**src/rtl/burst_pkg.sv**
```systemverilog
package burst_pkg;
    typedef enum logic [1:0] {
        CMD_HOLD = 2'd0,
        CMD_LOAD = 2'd1,
        CMD_STEP = 2'd2
    } burst_cmd_e;

    typedef enum logic {
        ORDER_LINEAR = 1'b0,
        ORDER_XOR    = 1'b1
    } burst_order_e;
endpackage

```
**src/rtl/burst_cmd_dec.sv**
```systemverilog
module burst_cmd_dec
    import burst_pkg::*;
#(
    parameter int NUM_STROBE = 2
) (
    input  logic [NUM_STROBE-1:0] strobe_n,
    input  logic                  adv_n,
    output burst_cmd_e            cmd
);
    logic any_strobe;

    always_comb begin
        any_strobe = ~(&strobe_n);
        // a strobe outranks advance on the same edge
        if (any_strobe)
            cmd = CMD_LOAD;
        else if (!adv_n)
            cmd = CMD_STEP;
        else
            cmd = CMD_HOLD;
    end
endmodule

```
**src/rtl/burst_state_reg.sv**
```systemverilog
module burst_state_reg
    import burst_pkg::*;
#(
    parameter int ADDR_W  = 16,
    parameter int BURST_W = 2
) (
    input  logic              clk,
    input  logic              rst_n,
    input  burst_cmd_e        cmd,
    input  logic [ADDR_W-1:0] addr_in,
    output logic [ADDR_W-1:0] base_q,
    output logic [BURST_W-1:0] cnt_q
);
    typedef struct packed {
        logic [ADDR_W-1:0]  base;
        logic [BURST_W-1:0] cnt;
    } seq_state_t;

    seq_state_t st_d, st_q;

    always_comb begin
        st_d = st_q;
        case (cmd)
            CMD_LOAD: begin
                st_d.base = addr_in;
                st_d.cnt  = '0;
            end
            CMD_STEP: st_d.cnt = st_q.cnt + BURST_W'(1);
            default:  st_d = st_q;
        endcase
    end

    always_ff @(posedge clk or negedge rst_n) begin
        if (!rst_n)
            st_q <= '0;
        else
            st_q <= st_d;
    end

    assign base_q = st_q.base;
    assign cnt_q  = st_q.cnt;
endmodule

```
**src/rtl/burst_order_map.sv**
```systemverilog
module burst_order_map
    import burst_pkg::*;
#(
    parameter int BURST_W = 2
) (
    input  logic [BURST_W-1:0] start_lo,
    input  logic [BURST_W-1:0] cnt,
    input  burst_order_e       order,
    output logic [BURST_W-1:0] word_lo
);
    logic [BURST_W-1:0] xor_lo;
    logic [BURST_W-1:0] lin_lo;

    for (genvar b = 0; b < BURST_W; b++) begin : g_xor_bit
        assign xor_lo[b] = start_lo[b] ^ cnt[b];
    end

    always_comb begin
        lin_lo  = start_lo + cnt;
        word_lo = (order == ORDER_XOR) ? xor_lo : lin_lo;
    end
endmodule

```
**src/rtl/burst_addr_seq.sv**
```systemverilog
module burst_addr_seq
    import burst_pkg::*;
#(
    parameter int ADDR_W  = 16,
    parameter int BURST_W = 2
) (
    input  logic              clk,
    input  logic              rst_n,
    input  logic              ads_cpu_n,
    input  logic              ads_ctl_n,
    input  logic              adv_n,
    input  logic              burst_mode,
    input  logic [ADDR_W-1:0] addr_in,
    output logic [ADDR_W-1:0] addr_out
);
    localparam int HI_W = ADDR_W - BURST_W;

    burst_cmd_e         cmd;
    logic [ADDR_W-1:0]  base_q;
    logic [BURST_W-1:0] cnt_q;
    logic [BURST_W-1:0] word_lo;
    burst_order_e       order;

    assign order = burst_order_e'(burst_mode);

    burst_cmd_dec #(.NUM_STROBE(2)) u_dec (
        .strobe_n ({ads_ctl_n, ads_cpu_n}),
        .adv_n    (adv_n),
        .cmd      (cmd)
    );

    burst_state_reg #(.ADDR_W(ADDR_W), .BURST_W(BURST_W)) u_state (
        .clk     (clk),
        .rst_n   (rst_n),
        .cmd     (cmd),
        .addr_in (addr_in),
        .base_q  (base_q),
        .cnt_q   (cnt_q)
    );

    burst_order_map #(.BURST_W(BURST_W)) u_map (
        .start_lo (base_q[BURST_W-1:0]),
        .cnt      (cnt_q),
        .order    (order),
        .word_lo  (word_lo)
    );

    assign addr_out = {base_q[ADDR_W-1 -: HI_W], word_lo};
endmodule

```
**config.mk**
```make
export PLATFORM = sky130hd
export DESIGN_NAME = burst_addr_seq
export DESIGN_NICKNAME = d
export VERILOG_FILES = /design/src/rtl/burst_pkg.sv /design/src/rtl/burst_cmd_dec.sv /design/src/rtl/burst_state_reg.sv /design/src/rtl/burst_order_map.sv /design/src/rtl/burst_addr_seq.sv
export SDC_FILE = /design/constraint.sdc
export NUM_CORES = 1
export LEC_CHECK = 0
export BUFFER_PORTS_ARGS = -buffer_cell sky130_fd_sc_hd__buf_2
export CORE_MARGIN = 2
export CORE_UTILIZATION = 41
export DETAILED_ROUTE_END_ITERATION = 12
export GPL_ROUTABILITY_DRIVEN = 0
export PLACE_DENSITY = 0.78
export SLEW_MARGIN = 10
export SYNTH_ARGS = -nofsm -noshare
export SYNTH_HDL_FRONTEND = slang
export SYNTH_SLANG_ARGS = --single-unit
```
**constraint.sdc**
```tcl
create_clock -name clk -period 1 [get_ports clk]
set_input_delay 0.2 -clock clk [delete_from_list [all_inputs] [get_ports clk]]
set_output_delay 0.2 -clock clk [all_outputs]
set_load 0.01 [all_outputs]
```
==> flow_metrics.tcl <==
set metrics [dict create \
    tightest_slew_ns 0.385 \
    viasPerCell 4.25 \
    synth_cell_type_count 12 \
    p_leak_uw 0.000621 \
    die-area_um2 2480 \
    numPortBuffers 37 \
    grt_max_degree 19 \
    rrSetupSlack_ns 0 \
    cellPowerDensity_nw_per_um2 1350 \
    hold_class "input pin to register" \
    finalCritPeriodShare_pct 142 \
    die_w_um 49.8 \
    yosysWarnings 0 \
    drive_gt1_share_pct 77.9 \
    hold-path-cell-count 2 \
    syn_to_final_growth_pct 38.5 \
    overflow 0 \
    cts_made_buffers 3 \
    reg2reg_depth 3 \
    nets 128 \
    layout_setup_ws_ns -0.420 \
    track_usage_pct 13.7 \
    fin_skew_ns 0.0000118 \
    r2r-end "u_state.base_q[13]" \
    worst-setup-path-type "register to output pin" \
    cts_sinks 18 \
    syn_nets 83 \
    slew_violations 0 \
    cp_max_fo 2 \
    dpl_cell_area_um2 997 \
    clk_transition_reported_paths_ns 0.10 \
    violations "setup timing" \
    route.vias.total 557 \
    antenna_found_initial 0 \
    root_buffer "clkbuf_4" \
    pre_cts_ws_ns -0.136 \
    grt_pass1_vias 586 \
    clock_latency_ns 0.28 \
    worstReg2RegStart "u_state.base_q[13]" \
    outcome "finished, violations left" \
    rsz0062_at_grt "true" \
    cts_tree "yes" \
    ys_ff_latch 18 \
    min_period_ns 1.42 \
    syn-cell-area_um2 858 \
    antenna_cells 0 \
    final_cells 131 \
    drt_iter0_markers 3 \
    dp_cells 111 \
    cts_buffer_depth 2 \
    ant_nets 0 \
    yosysTopAreaCell "dfrtp_1" \
    start_util_pct 43.7 \
    ios 38 \
    vdd_drop_max_mv 0.861 \
    route.detailed.drc 0 \
    fmax_mhz 704 \
    finish.instance_area_um2 1190 \
    cp.required_ns 0.80 \
    finalSetupViolCount 14 \
    num_rows 16 \
    cp-end-kind "output pin" \
    die_h_um 49.8 \
    syn_inst 60 \
    relSlewSlack_pct 74.3 \
    post-synth-top-area-fraction_pct 52.5 \
    cp.arrival_ns 1.22 \
    synth.area.top_cells "dfrtp_1 (52%), mux2_4 (14%), buf_4 (12%)" \
    yosysSeqAreaShare_pct 52.5 \
    grt_pass1_wl_um 2530 \
    min-delay-start "addr_in[4]" \
    wl_per_cell_um 11.2 \
    wl_um 1470 \
    cap_violations 0 \
    hold_viol 0 \
    worst_setup_path_start_kind "register" \
    hold_end "u_state.base_q[4]" \
    drt-pass1-iter-count 4 \
    setup_tns_ns -0.780 \
    avgSynthCellArea_um2 14.3 \
    coreArea_um2 1960 \
    htree_levels 1 \
]
==> sequential cells by signal, summed over array words and instances, names as in the netlist <==
signal	flops
u_state.cnt_q	2
u_state.base_q	16
==> power by group <==
group          switching [uW]  leakage [uW]  internal, uW  total (uW)
registers                27.2      0.000214           784         811
clock network             204     0.0000210           221         425
logic                     138      0.000386           235         373
total                     369      0.000621          1240        1610
==> area by class of cell <==
class | instances | area [um2]
Fill cell | 166 | 773
Sequential cell | 18 | 450
Timing Repair Buffer | 56 | 344
Multi-Input combinational cell | 26 | 324
Clock buffer | 4 | 36.3
Tap cell | 27 | 33.8
==> critical path: stages, from the launching register on <==
cell,delay (ns)
dfrtp_1,0.39
ha_2,0.18
nor2b_4,0.12
xnor2_2,0.11
buf_2,0.14
==> placed cells by master, fill, tap and decap left out <==
| master | count |
|---|---|
| clkbuf_8 | 1 |
| dfrtp_1 | 18 |
| nor2b_1 | 1 |
| mux2_4 | 9 |
| buf_4 | 16 |
| nor3_1 | 1 |
| buf_6 | 3 |
| dlygate4sd3_1 | 1 |
| clkbuf_4 | 3 |
| nand2_4 | 1 |
| nor2_1 | 1 |
| xnor2_2 | 2 |
| nor2b_4 | 2 |
| mux2_2 | 7 |
| xnor2_1 | 1 |
| ha_2 | 1 |
| buf_2 | 36 |
==> synthesized netlist by cell type <==
cell type and n:
dfrtp_1 18, buf_4 14, mux2_2 8, mux2_4 8, nor2b_1 3, xnor2_1 3, buf_6 1, clkbuf_1 1
ha_1 1, nand2_4 1, nor2_1 1, nor3_1 1
==> timing repair <==
action / in CTS / in global routing
hold buffers: 1 / 0
setup endpoints to repair: 17 / 17
pin swaps: 4 / 2
gates resized for setup: 4 / 3
setup buffers: 7 / 8
hold endpoints to repair: 18 / 0
==> stage by stage <==
step | hold slack, ns | utilization, % | power, uW
after global routing | 0.124 | 60.6 | 1720
after CTS | 0.130 | 57.0 | 1600
after global placement | 0.144 | 50.8 | 1100
final | 0.142 | 60.6 | 1610
after detailed placement | 0.150 | 50.8 | 1100
after floorplan | -0.0956 | - | 1040
==> layer usage <==
metal  track usage [%]  routed length, um  vias up
met4              8.33                 21        0
met2              22.7                812       13
met3              1.82                 49        2
li1                  -                  -      272
met1              16.9                586      270
met5                 0                  0        -
==> cell families (layout without fill, tap and decap cells) <==
group / after synthesis / after routing / share of synthesized area [%]
multiplexers: 16 / 16 / 24.5
AND/OR/NAND/NOR: 6 / 6 / 4.52
XOR/XNOR: 3 / 3 / 3.06
buffers and inverters: 16 / 60 / 14.0
adder cells (fa/ha/maj): 1 / 1 / 1.46
flip-flops: 18 / 18 / 52.5
==> worst max path at each step <==
stage | slack [ns] | from | to
3_5_place_dp | -0.14 | u_state.base_q[0] | addr_out[1]
5_1_grt | -0.50 | u_state.cnt_q[0] | addr_out[1]
2_1_floorplan | -0.03 | u_state.cnt_q[0] | addr_out[1]
6_report | -0.42 | u_state.base_q[0] | addr_out[1]
4_1_cts | -0.45 | u_state.cnt_q[0] | addr_out[1]
3_3_place_gp | -0.11 | u_state.base_q[0] | addr_out[1]
No activity file was read; power rests on OpenSTA's default activity.
